## config.mk

```make
export PLATFORM = sky130hd
export DESIGN_NAME = flash_cmd_seq
export DESIGN_NICKNAME = d
export VERILOG_FILES = /design/src/rtl/flash_seq_pkg.sv /design/src/rtl/flash_reg_decode.sv /design/src/rtl/flash_op_timer.sv /design/src/rtl/flash_err_track.sv /design/src/rtl/flash_cmd_seq.sv
export SDC_FILE = /design/constraint.sdc
export NUM_CORES = 1
export LEC_CHECK = 0
export ABC_AREA = 1
export BUFFER_PORTS_ARGS = -buffer_cell sky130_fd_sc_hd__clkbuf_2
export CAP_MARGIN = 20
export CORE_UTILIZATION = 45
export DETAILED_ROUTE_END_ITERATION = 12
export GPL_ROUTABILITY_DRIVEN = 0
export PLACE_DENSITY_LB_ADDON = 0.05
export SLEW_MARGIN = 20
export SYNTH_ARGS = -nofsm -noshare
export SYNTH_HDL_FRONTEND = slang
export SYNTH_SLANG_ARGS = --single-unit
```

## constraint.sdc

```tcl
create_clock -name clk -period 4.2 [get_ports clk]
set_input_delay 0.42 -clock clk [delete_from_list [all_inputs] [get_ports clk]]
set_output_delay 0.42 -clock clk [all_outputs]
set_load 0.005 [all_outputs]
```

## src/rtl/flash_seq_pkg.sv

```systemverilog
package flash_seq_pkg;

  localparam int ADDR_W = 32;
  localparam int DATA_W = 32;
  localparam int OFS_W  = 12;

  typedef enum logic [1:0] {
    MODE_RO = 2'd0,
    MODE_WR = 2'd1,
    MODE_ER = 2'd2
  } acc_mode_e;

  typedef enum logic [2:0] {
    OP_NONE = 3'd0,
    OP_PROG = 3'd1,
    OP_PAGE = 3'd2,
    OP_ALL  = 3'd3,
    OP_USER = 3'd4,
    OP_PART = 3'd5
  } flash_op_e;

  localparam logic [OFS_W-1:0] OFS_READY    = 12'h400;
  localparam logic [OFS_W-1:0] OFS_ERR      = 12'h404;
  localparam logic [OFS_W-1:0] OFS_MODE     = 12'h504;
  localparam logic [OFS_W-1:0] OFS_PAGE     = 12'h508;
  localparam logic [OFS_W-1:0] OFS_ALL      = 12'h50C;
  localparam logic [OFS_W-1:0] OFS_PAGE_ALT = 12'h510;
  localparam logic [OFS_W-1:0] OFS_USER     = 12'h514;
  localparam logic [OFS_W-1:0] OFS_PART     = 12'h518;
  localparam logic [OFS_W-1:0] OFS_PCFG     = 12'h51C;

  // Busy length in cycles for one operation; never below 1.
  function automatic int unsigned op_cycles(flash_op_e op, int unsigned t_wr,
                                            int unsigned t_pg, int unsigned t_all,
                                            int unsigned units, int unsigned unit);
    int unsigned r;
    case (op)
      OP_PROG:          r = t_wr;
      OP_PAGE, OP_USER: r = t_pg;
      OP_ALL:           r = t_all;
      OP_PART:          r = ((units == 0) ? 1 : units) * unit;
      default:          r = 1;
    endcase
    return (r == 0) ? 1 : r;
  endfunction

  function automatic logic [ADDR_W-1:0] page_base(logic [ADDR_W-1:0] a,
                                                  int unsigned page_bytes);
    logic [ADDR_W-1:0] m;
    m = ADDR_W'(page_bytes) - 1'b1;
    return a & ~m;
  endfunction

  function automatic logic word_shape_ok(logic [1:0] lo, logic [3:0] be);
    return (lo == 2'b00) && (be == 4'hF);
  endfunction

endpackage

```

## src/rtl/flash_reg_decode.sv

```systemverilog
module flash_reg_decode
  import flash_seq_pkg::*;
#(
  parameter int CFG_W   = 7,
  parameter int CFG_RST = 10
) (
  input  logic                clk,
  input  logic                rst_n,
  input  logic                wr_valid,
  input  logic [OFS_W-1:0]    wr_addr,
  input  logic [DATA_W-1:0]   wr_data,
  output acc_mode_e           mode,
  output logic [CFG_W-1:0]    part_cfg,
  output logic                req_page,
  output logic                req_all,
  output logic                req_user,
  output logic                req_part,
  output logic [ADDR_W-1:0]   req_addr
);

  logic hit_mode, hit_pcfg, mode_legal;

  always_comb begin
    hit_mode   = wr_valid && (wr_addr == OFS_MODE);
    hit_pcfg   = wr_valid && (wr_addr == OFS_PCFG);
    mode_legal = (wr_data[1:0] != 2'd3);
    req_page   = wr_valid && ((wr_addr == OFS_PAGE) || (wr_addr == OFS_PAGE_ALT));
    req_all    = wr_valid && (wr_addr == OFS_ALL)  && wr_data[0];
    req_user   = wr_valid && (wr_addr == OFS_USER) && wr_data[0];
    req_part   = wr_valid && (wr_addr == OFS_PART);
    req_addr   = wr_data;
  end

  always_ff @(posedge clk or negedge rst_n) begin
    if (!rst_n) begin
      mode     <= MODE_RO;
      part_cfg <= CFG_W'(CFG_RST);
    end else begin
      if (hit_mode && mode_legal) mode <= acc_mode_e'(wr_data[1:0]);
      if (hit_pcfg) part_cfg <= wr_data[CFG_W-1:0];
    end
  end

endmodule

```

## src/rtl/flash_op_timer.sv

```systemverilog
module flash_op_timer #(
  parameter int CNT_W = 11
) (
  input  logic             clk,
  input  logic             rst_n,
  input  logic             load,
  input  logic [CNT_W-1:0] load_val,
  output logic             busy,
  output logic             done
);

  logic [CNT_W-1:0] cnt;

  assign done = busy && (cnt == '0);

  always_ff @(posedge clk or negedge rst_n) begin
    if (!rst_n) begin
      busy <= 1'b0;
      cnt  <= '0;
    end else if (load) begin
      busy <= 1'b1;
      cnt  <= load_val;
    end else if (busy) begin
      if (cnt == '0) busy <= 1'b0;
      else           cnt  <= cnt - 1'b1;
    end
  end

endmodule

```

## src/rtl/flash_err_track.sv

```systemverilog
module flash_err_track (
  input  logic clk,
  input  logic rst_n,
  input  logic reject,
  input  logic misalign,
  input  logic clr,
  output logic err_flag,
  output logic fault
);

  always_ff @(posedge clk or negedge rst_n) begin
    if (!rst_n) begin
      err_flag <= 1'b0;
      fault    <= 1'b0;
    end else begin
      if (reject)   err_flag <= 1'b1;
      else if (clr) err_flag <= 1'b0;
      fault <= misalign;
    end
  end

endmodule

```

## src/rtl/flash_cmd_seq.sv

```systemverilog
module flash_cmd_seq
  import flash_seq_pkg::*;
#(
  parameter int T_WRITE    = 41,
  parameter int T_PAGE     = 850,
  parameter int T_ALL      = 1690,
  parameter int PART_UNIT  = 10,
  parameter int PAGE_BYTES = 1024,
  parameter int CFG_W      = 7,
  parameter int CFG_RST    = 10
) (
  input  logic              clk,
  input  logic              rst_n,
  input  logic              wr_valid,
  input  logic [11:0]       wr_addr,
  input  logic [31:0]       wr_data,
  input  logic              rd_valid,
  input  logic [11:0]       rd_addr,
  output logic [31:0]       rd_data,
  input  logic              prog_valid,
  input  logic [31:0]       prog_addr,
  input  logic [31:0]       prog_data,
  input  logic [3:0]        prog_be,
  output logic              prog_fault,
  output logic              ready,
  output logic              stall,
  output logic              arr_start,
  output logic [2:0]        arr_op,
  output logic [31:0]       arr_addr,
  output logic [31:0]       arr_wdata
);

  localparam int PART_MAX = ((1 << CFG_W) - 1) * PART_UNIT;
  localparam int MAX_A    = (T_ALL > T_PAGE) ? T_ALL : T_PAGE;
  localparam int MAX_B    = (T_WRITE > PART_MAX) ? T_WRITE : PART_MAX;
  localparam int MAX_DUR  = (MAX_A > MAX_B) ? MAX_A : MAX_B;
  localparam int CNT_W    = $clog2(MAX_DUR + 1);

  acc_mode_e           mode_q;
  logic [CFG_W-1:0]    part_cfg;
  logic                req_page, req_all, req_user, req_part;
  logic [ADDR_W-1:0]   req_addr;

  // Named events for the checker
  logic                reg_req, reg_accept, reg_reject;
  logic                shape_ok, prog_req, prog_accept, prog_reject;
  logic                misalign_evt, reject_evt, start_evt, err_clr;
  flash_op_e           op_sel;
  logic [CNT_W-1:0]    load_val;
  logic                busy, tmr_done, err_q;
  flash_op_e           op_q;

  flash_reg_decode #(.CFG_W(CFG_W), .CFG_RST(CFG_RST)) u_dec (
    .clk(clk), .rst_n(rst_n), .wr_valid(wr_valid), .wr_addr(wr_addr),
    .wr_data(wr_data), .mode(mode_q), .part_cfg(part_cfg),
    .req_page(req_page), .req_all(req_all), .req_user(req_user),
    .req_part(req_part), .req_addr(req_addr)
  );

  always_comb begin
    reg_req      = req_page | req_all | req_user | req_part;
    reg_accept   = reg_req && (mode_q == MODE_ER) && !busy;
    reg_reject   = reg_req && !reg_accept;
    shape_ok     = word_shape_ok(prog_addr[1:0], prog_be);
    prog_req     = prog_valid && shape_ok;
    prog_accept  = prog_req && (mode_q == MODE_WR) && !busy && !reg_req;
    prog_reject  = prog_req && !prog_accept;
    misalign_evt = prog_valid && !shape_ok;
    reject_evt   = reg_reject | prog_reject;
    start_evt    = reg_accept | prog_accept;
    err_clr      = rd_valid && (rd_addr == OFS_ERR);
  end

  always_comb begin
    if (req_page)      op_sel = OP_PAGE;
    else if (req_all)  op_sel = OP_ALL;
    else if (req_user) op_sel = OP_USER;
    else if (req_part) op_sel = OP_PART;
    else               op_sel = OP_PROG;
    load_val = CNT_W'(op_cycles(op_sel, T_WRITE, T_PAGE, T_ALL,
                                32'(part_cfg), PART_UNIT) - 1);
  end

  flash_op_timer #(.CNT_W(CNT_W)) u_tmr (
    .clk(clk), .rst_n(rst_n), .load(start_evt), .load_val(load_val),
    .busy(busy), .done(tmr_done)
  );

  flash_err_track u_err (
    .clk(clk), .rst_n(rst_n), .reject(reject_evt), .misalign(misalign_evt),
    .clr(err_clr), .err_flag(err_q), .fault(prog_fault)
  );

  always_ff @(posedge clk or negedge rst_n) begin
    if (!rst_n) begin
      arr_start <= 1'b0;
      op_q      <= OP_NONE;
      arr_addr  <= '0;
      arr_wdata <= '0;
    end else begin
      arr_start <= start_evt;
      if (start_evt) begin
        op_q <= op_sel;
        case (op_sel)
          OP_PROG:          arr_addr <= prog_addr;
          OP_PAGE, OP_PART: arr_addr <= page_base(req_addr, PAGE_BYTES);
          default:          arr_addr <= '0;
        endcase
        arr_wdata <= (op_sel == OP_PROG) ? prog_data : '0;
      end else if (tmr_done) begin
        op_q <= OP_NONE;
      end
    end
  end

  assign arr_op = op_q;
  assign ready  = ~busy;
  assign stall  = busy;

  always_comb begin
    case (rd_addr)
      OFS_READY: rd_data = {31'b0, ~busy};
      OFS_ERR:   rd_data = {31'b0, err_q};
      OFS_MODE:  rd_data = {30'b0, mode_q};
      OFS_PCFG:  rd_data = {{(32-CFG_W){1'b0}}, part_cfg};
      default:   rd_data = '0;
    endcase
  end

endmodule

```

==> impl_metrics.tcl, run 1 <==
set metrics [dict create \
    drcViolationCount 0 \
    wl_met2_um 7090 \
    critical_path.endpoint_type "register" \
    synth_cell_type_count 42 \
    cts_buffers 9 \
    clock_latency_ns 0.35 \
    syn_inst 667 \
    clock_skew_ns 0.00595 \
    ctsResizeCount 0 \
    netlist_top_cells_area "dfrtp_1 42%, nand2_1 9.4%, nand3_1 7.1%, a22o_1 6.6%, inv_1 5.4%" \
    finalSetupTns_ns 0 \
    r2r_start "u_dec.part_cfg[3]" \
    synth-edff-count 0 \
    timing.rr.end "u_tmr.cnt[8]" \
    post-route-period-util 0.798 \
    antenna_found_initial 0 \
    dieWidth_um 110 \
    worst_pin_slew_ns 0.764 \
    port_buffers 203 \
    io_pins 232 \
    dp.final_hpwl_um 10900 \
    first_iter_violations 351 \
    path_class "reg2reg" \
    grt_max_degree 60 \
    num_rows 39 \
    p_leak_nw 3.94 \
    cts.sinks 91 \
    dr.pass1.iters 5 \
    gr-usage-all-layers 0.239 \
    slew_violations 0 \
    grt_pass1_wl_um 23800 \
    slew_headroom 0.491 \
    async_flop_share 1.00 \
    gr-total-overflow 0 \
    cts_tree "done" \
    hold_viol 0 \
    grt_pass1_vias 5062 \
    yosysTopAreaCellShare 0.421 \
    ys_seq_area_frac 0.431 \
    wl_per_cell_um 14.1 \
    yosysMostFrequentCell "nand2_1" \
    die-area_um2 12200 \
    via_per_inst 5.11 \
    vias 5139 \
    p_total_w 0.00198 \
    rsz0062_at_grt "false" \
    coreArea_um2 11400 \
    startpoint_type "register" \
    clock_path_buffers 2 \
    power_density_nw_per_um2 299 \
    insertedDiodeCount 0 \
    htreeDepth 3 \
    setup_viol 0 \
    fmax_mhz 299 \
    avgSynthCellArea_um2 7.93 \
    ys.flop_type "dfrtp_1" \
    drive_gt1_frac 0.312 \
    wl_met3_um 723 \
    ys_ff_latch 91 \
    arrival_ns 3.59 \
    yosys.area.top_type "dfrtp_1" \
    netlist_area_um2 5290 \
    synthTopCellsByCount "132 x nand2_1, 89 x dfrtp_1, 76 x inv_1, 75 x nand3_1, 60 x nor2_1" \
    cts_hold_buf 0 \
    die_h_um 110 \
    ff2ff_setup_slack_ns 0.85 \
    critical_path_required_ns 4.44 \
    min_path_type "in2async" \
    worstRegToRegCells 22 \
    ir_drop_mv 0.180 \
    drv_cap 0 \
    path_clk_slew_ns 0.07 \
    initial_core_util 0.463 \
    nets 996 \
    routed.top_layer "met4" \
    drt-met1-wl_um 6080 \
    fin_crit_ns 3.35 \
    cp_max_fo 4 \
    status "completed" \
    syn2layout_area_growth_pct 24.8 \
    yosys_warnings 0 \
    routed_wl_um 14100 \
    cts_setup_buffers 0 \
    cts-root-buf "clkbuf_16" \
    ant_nets 0 \
]
## cell usage in the layout, fill, tap and decap left out, types with 3 or more instances in the layout
master | netlist | final
a21oi_1 | 13 | 13
a22o_1 | 40 | 40
buf_4 | 26 | 5
clkbuf_16 | 0 | 9
clkbuf_2 | 0 | 202
conb_1 | 1 | 25
dfrtp_1 | 89 | 89
ha_1 | 8 | 8
inv_1 | 76 | 76
inv_2 | 10 | 10
nand2_1 | 132 | 132
nand2_2 | 12 | 12
nand2_4 | 5 | 5
nand3_1 | 75 | 75
nand3b_1 | 5 | 5
nand4_1 | 5 | 5
nor2_1 | 60 | 60
nor2_2 | 5 | 5
nor2_4 | 3 | 3
nor3_1 | 8 | 8
nor4_1 | 3 | 3
o21ai_0 | 39 | 39
## per-stage QoR
| stage | worst slack [ns] | util | instance area [um^2] | hold WS [ns] | instances |
|---|---|---|---|---|---|
| 2_1_floorplan | 1.19 | - | 5380 | 0.124 | 691 |
| 3_3_place_gp | 0.979 | 0.552 | 6300 | 0.472 | 990 |
| 3_5_place_dp | 0.911 | 0.552 | 6300 | 0.470 | 990 |
| 4_1_cts | 0.905 | 0.578 | 6600 | 0.174 | 1006 |
| 5_1_grt | 0.591 | 0.578 | 6600 | 0.211 | 1006 |
| 6_report | 0.850 | 0.578 | 6600 | 0.133 | 1006 |
## layout make-up
cell class	count	area [um^2]
clock buffer	11	253
clock inverter	5	45.0
fill	1114	4820
inverter	86	323
multi-input combinational	463	2470
sequential	91	2280
tap	143	179
timing repair buffer	207	1050
## cells by family (layout without fill, tap and decap cells)
family	Yosys count	after routing	synth area share
DFF	91	91	0.431
adders and majority gates	9	9	0.0227
buffers and inverters	137	309	0.119
xor gates and xnor gates	3	3	0.00497
other	1	25	0.000709
AOI/OAI and AO/OA	106	106	0.137
and+or+nand+nor	320	320	0.284
## power by group
part / internal, W / total, W / switching [W]
registers: 0.000896 / 0.000910 / 0.0000141
logic: 0.000109 / 0.000264 / 0.000155
clock network: 0.000442 / 0.000801 / 0.000359
total: 0.00145 / 0.00198 / 0.000528
## worst max path at each step
stage                                  from           end  slack [ns]
after CTS                 u_dec.part_cfg[3]  u_tmr.cnt[8]        0.90
final                     u_dec.part_cfg[3]  u_tmr.cnt[8]        0.85
after detailed placement  u_dec.part_cfg[3]  u_tmr.cnt[8]        0.91
after global routing      u_dec.part_cfg[3]  u_tmr.cnt[8]        0.59
after floorplan           u_dec.part_cfg[3]  u_tmr.cnt[8]        1.19
after global placement    u_dec.part_cfg[3]  u_tmr.cnt[8]        0.98
## critical path, stage by stage (launching register included)
cell      delay, ns
dfstp_2        0.56
ha_1           0.13
ha_1           0.16
inv_1          0.07
fa_1           0.43
nand3b_1       0.21
nand2_1        0.08
nand2_1        0.06
nand2_1        0.06
nor2_1         0.04
nor3_1         0.18
nand2_1        0.09
o21bai_1       0.15
nand2_1        0.15
ha_1           0.23
nand3_1        0.11
nor2_1         0.07
nand2_1        0.15
inv_2          0.07
nand2_1        0.06
nand2_1        0.05
nand3_1        0.06
nand2_1        0.06
## state kept, by name, summed over array words and instances, names as in the netlist
register        count
arr_wdata          32
arr_addr           32
arr_start           1
arr_op              3
u_err.fault         1
u_tmr.busy          1
u_dec.mode          2
u_tmr.cnt          11
u_dec.part_cfg      7
u_err.err_flag      1
## metal layers
layer,vias up,track usage
met5,-,0
met2,194,0.425
li1,2507,-
met3,18,0.0384
met4,0,0.0844
met1,2420,0.290
Note: power is estimated with default switching activity, not from simulation.
==> run 2, diff against run 1 <==
--- a/config.mk
+++ b/config.mk
@@ -5,7 +5,7 @@
 export SDC_FILE = /design/constraint.sdc
 export NUM_CORES = 1
 export LEC_CHECK = 0
-export ABC_AREA = 1
+export ABC_AREA = 0
 export BUFFER_PORTS_ARGS = -buffer_cell sky130_fd_sc_hd__clkbuf_2
 export CAP_MARGIN = 20
 export CORE_UTILIZATION = 45
==> constraint.sdc (replaced) <==
create_clock -name clk -period 3.2 [get_ports clk]
set_input_delay 0.32 -clock clk [delete_from_list [all_inputs] [get_ports clk]]
set_output_delay 0.32 -clock clk [all_outputs]
set_load 0.005 [all_outputs]
==> run 2 against run 1 <==
Against the previous run: the flow now finishes with violations (negative setup slack); combinational power is 34% lower; total power is 18% higher; register-to-register slack worse by 1.1 ns; setup slack worse by 1.1 ns; sequential share of layout area is 1.5 points lower; sequential power is 27% higher; critical path depth is 6 lower; global-route usage is 1.3 points higher; maximum frequency is 2.6% lower; clock skew is 0.0020 ns higher; via count is 6.1% lower; worst hold slack better by 0.065 ns; critical path type unchanged; largest power group unchanged; highest routed layer unchanged.
==> impl_metrics.tcl, run 2 <==
set metrics [dict create \
    status "finished with violations" \
    violations "negative setup slack" \
    ant_nets 0 \
    fillers 939 \
    ir_drop_mv 0.221 \
    p_leak_nw 3.60 \
    netlist_top_cells_area "dfrtp_1 44%, a22o_1 6.9%, a21oi_1 3.7%, buf_4 3.7%, nor2_1 3.7%" \
    syn_inst 502 \
    startpoint_type "register" \
    cts.sinks 91 \
    via_per_inst 5.42 \
    wl_per_cell_um 15.9 \
    final_cell_mix "202 x clkbuf_2, 89 x dfrtp_1, 56 x buf_4, 50 x nor2_1, 40 x a22o_1" \
    async_flop_share 1.00 \
    synth-edff-count 0 \
    initial_core_util 0.464 \
    finalSetupTns_ns -0.530 \
    final_common_cell "clkbuf_2" \
    gr-usage-all-layers 0.251 \
    worst_pin_slew_ns 0.717 \
    largest_registers "arr_addr (32), arr_wdata (32), u_tmr.cnt (11)" \
    grt_pass1_wl_um 22900 \
    worst_path_max_delay_cell "dfstp_2" \
    first_iter_violations 234 \
    insertedDiodeCount 0 \
    critical_path_required_ns 3.47 \
    drv_cap 0 \
    drcViolationCount 0 \
    slew_headroom 0.521 \
    hold_viol 0 \
    fmax_mhz 291 \
    setup_viol 3 \
    grt_pass1_vias 4709 \
    clock_path_buffers 2 \
    yosysTopAreaCellShare 0.439 \
    dp.final_hpwl_um 10600 \
    port_buffers 203 \
    num_rows 38 \
    dr.pass1.iters 5 \
    setup_ws_ns -0.238 \
    design_area_um2 6890 \
    min_path_type "in2reg" \
    yosysMostFrequentCell "dfrtp_1" \
    netlist_area_um2 5080 \
    clock_skew_ns 0.00798 \
    path_clk_slew_ns 0.07 \
    drive_gt1_frac 0.447 \
    path_class "reg2reg" \
    cp_max_fo 3 \
    synth_cell_type_count 80 \
    ys.flop_type "dfrtp_1" \
    nets 884 \
    hold_ws_ns 0.199 \
    cts-root-buf "clkbuf_16" \
    arrival_ns 3.71 \
    dpl_cell_area_um2 6440 \
    ys_ff_latch 91 \
    cpPeakStageDelay_ns 0.57 \
    syn2layout_area_growth_pct 35.8 \
    synthTopCellsByCount "89 x dfrtp_1, 50 x nor2_1, 40 x a22o_1, 38 x a21oi_1, 25 x buf_4" \
    dieWidth_um 108 \
    avgSynthCellArea_um2 10.1 \
    die-area_um2 11700 \
    antenna_found_initial 0 \
    io_pins 232 \
    critical_path.endpoint_type "register" \
    path_cells "ha_4 > ha_4 > inv_2 > fa_2 > nand2b_4 > a21oi_4 > xor2_2 > o32ai_2 > nand4_1 > nor2_1 > o21ai_1 > ha_2 > o221ai_2 > a211o_1 > or4_1 > nand3_1" \
    vias 4824 \
    yosys_warnings 0 \
    power_density_nw_per_um2 337 \
    grt_max_degree 52 \
    routed_wl_um 14100 \
    cts_tree "done" \
    die_h_um 108 \
    postLayoutCoreUtil 0.630 \
    htreeDepth 3 \
    cts_buffers 9 \
    ys_seq_area_frac 0.449 \
    coreArea_um2 10900 \
    rsz0062_at_grt "true" \
    crit_top_cell "ha_4" \
    slew_violations 0 \
    fin_crit_ns 3.44 \
    gr-total-overflow 0 \
    post-route-period-util 1.07 \
    yosys.area.top_type "dfrtp_1" \
    clock_latency_ns 0.34 \
]
run 2: cell count changes after synthesis, moves of 11 or more:
cell     before  now
a22oi_1       0   24
o21ai_0      39   13
inv_1        76    6
nand3_1      75   11
a21oi_1      13   38
nand2_1     132   22
nand2_2      12    1
run 2: layout make-up:
cell class / count / area (um^2) / share of cell area
clock buffers: 9 / 225 / 0.0327
clock inverters: 6 / 47.5 / 0.00690
inverters: 7 / 26.3 / 0.00381
multi-input cells: 376 / 2670 / 0.387
flip-flops and latches: 91 / 2280 / 0.331
well taps: 140 / 175 / 0.0254
repair buffers: 261 / 1470 / 0.214
run 2: report_power, final:
| part | internal [W] | switching [W] |
|---|---|---|
| registers | 0.00115 | 0.00000190 |
| logic | 0.0000855 | 0.0000881 |
| clock network | 0.000532 | 0.000461 |
run 2: repair_timing:
| item | 4_1_cts | 5_1_grt |
|---|---|---|
| buffers inserted | 11 | 1 |
| pin swaps | 2 | 3 |
| endpoints found under the setup margin | 2 | 4 |
| hold buffers | 1 | 0 |
| gates resized for setup | 11 | 1 |
| endpoints found under the hold margin | 38 | 0 |
run 2: path summary, 6_finish.rpt:
kind                                   startpoint                 to  slack [ns]  depth (start not counted)
worst min register to register          arr_op[1]          arr_op[1]        0.50                          2
worst max register to register  u_dec.part_cfg[3]      u_tmr.cnt[10]       -0.24                         16
worst max-delay path            u_dec.part_cfg[3]      u_tmr.cnt[10]       -0.24                         16
min in group asynchronous                   rst_n  u_dec.part_cfg[4]        0.51                          2
worst min-delay path                prog_data[21]      arr_wdata[21]        0.20                          2
max in group asynchronous                   rst_n       u_tmr.cnt[3]        2.04                          3
run 2: routing by layer:
layer,routed length (um),vias up,share of wire,track usage
li1,-,2313,-,-
met1,5940,2307,0.42,0.316
met2,7040,187,0.50,0.420
met3,945,17,0.067,0.0705
met4,197,0,0.014,0.0695
met5,0,-,0,0
run 2: critical path, delay by kind of cell (launching register included):
| family | cells | cell delay, ns |
|---|---|---|
| XOR/XNOR | 1 | 0.19 |
| adder cells (fa/ha/maj) | 4 | 0.86 |
| buffers and inverters | 1 | 0.03 |
| AND/OR/NAND/NOR | 5 | 0.94 |
| flip-flops | 1 | 0.57 |
| AO/OA/AOI/OAI | 5 | 0.79 |
run 2: logic make-up (layout without fill, tap and decap cells):
family	after synthesis	count (layout)	synth area share
and+or+nand+nor	163	163	0.184
muxes	13	13	0.0276
other	1	25	0.000739
buffers and inverters	59	283	0.0720
xor gates and xnor gates	9	9	0.0155
AOI/OAI and AO/OA	157	157	0.227
DFF	91	91	0.449
adders and majority gates	9	9	0.0237
run 2: metrics by stage:
step | power [W] | std cells | setup slack (ns)
6_report | 0.00232 | 890 | -0.238
5_1_grt | 0.00242 | 890 | -0.346
4_1_cts | 0.00235 | 889 | -0.193
3_5_place_dp | 0.00135 | 862 | -0.294
3_3_place_gp | 0.00135 | 862 | -0.121
2_1_floorplan | 0.00126 | 526 | -0.201
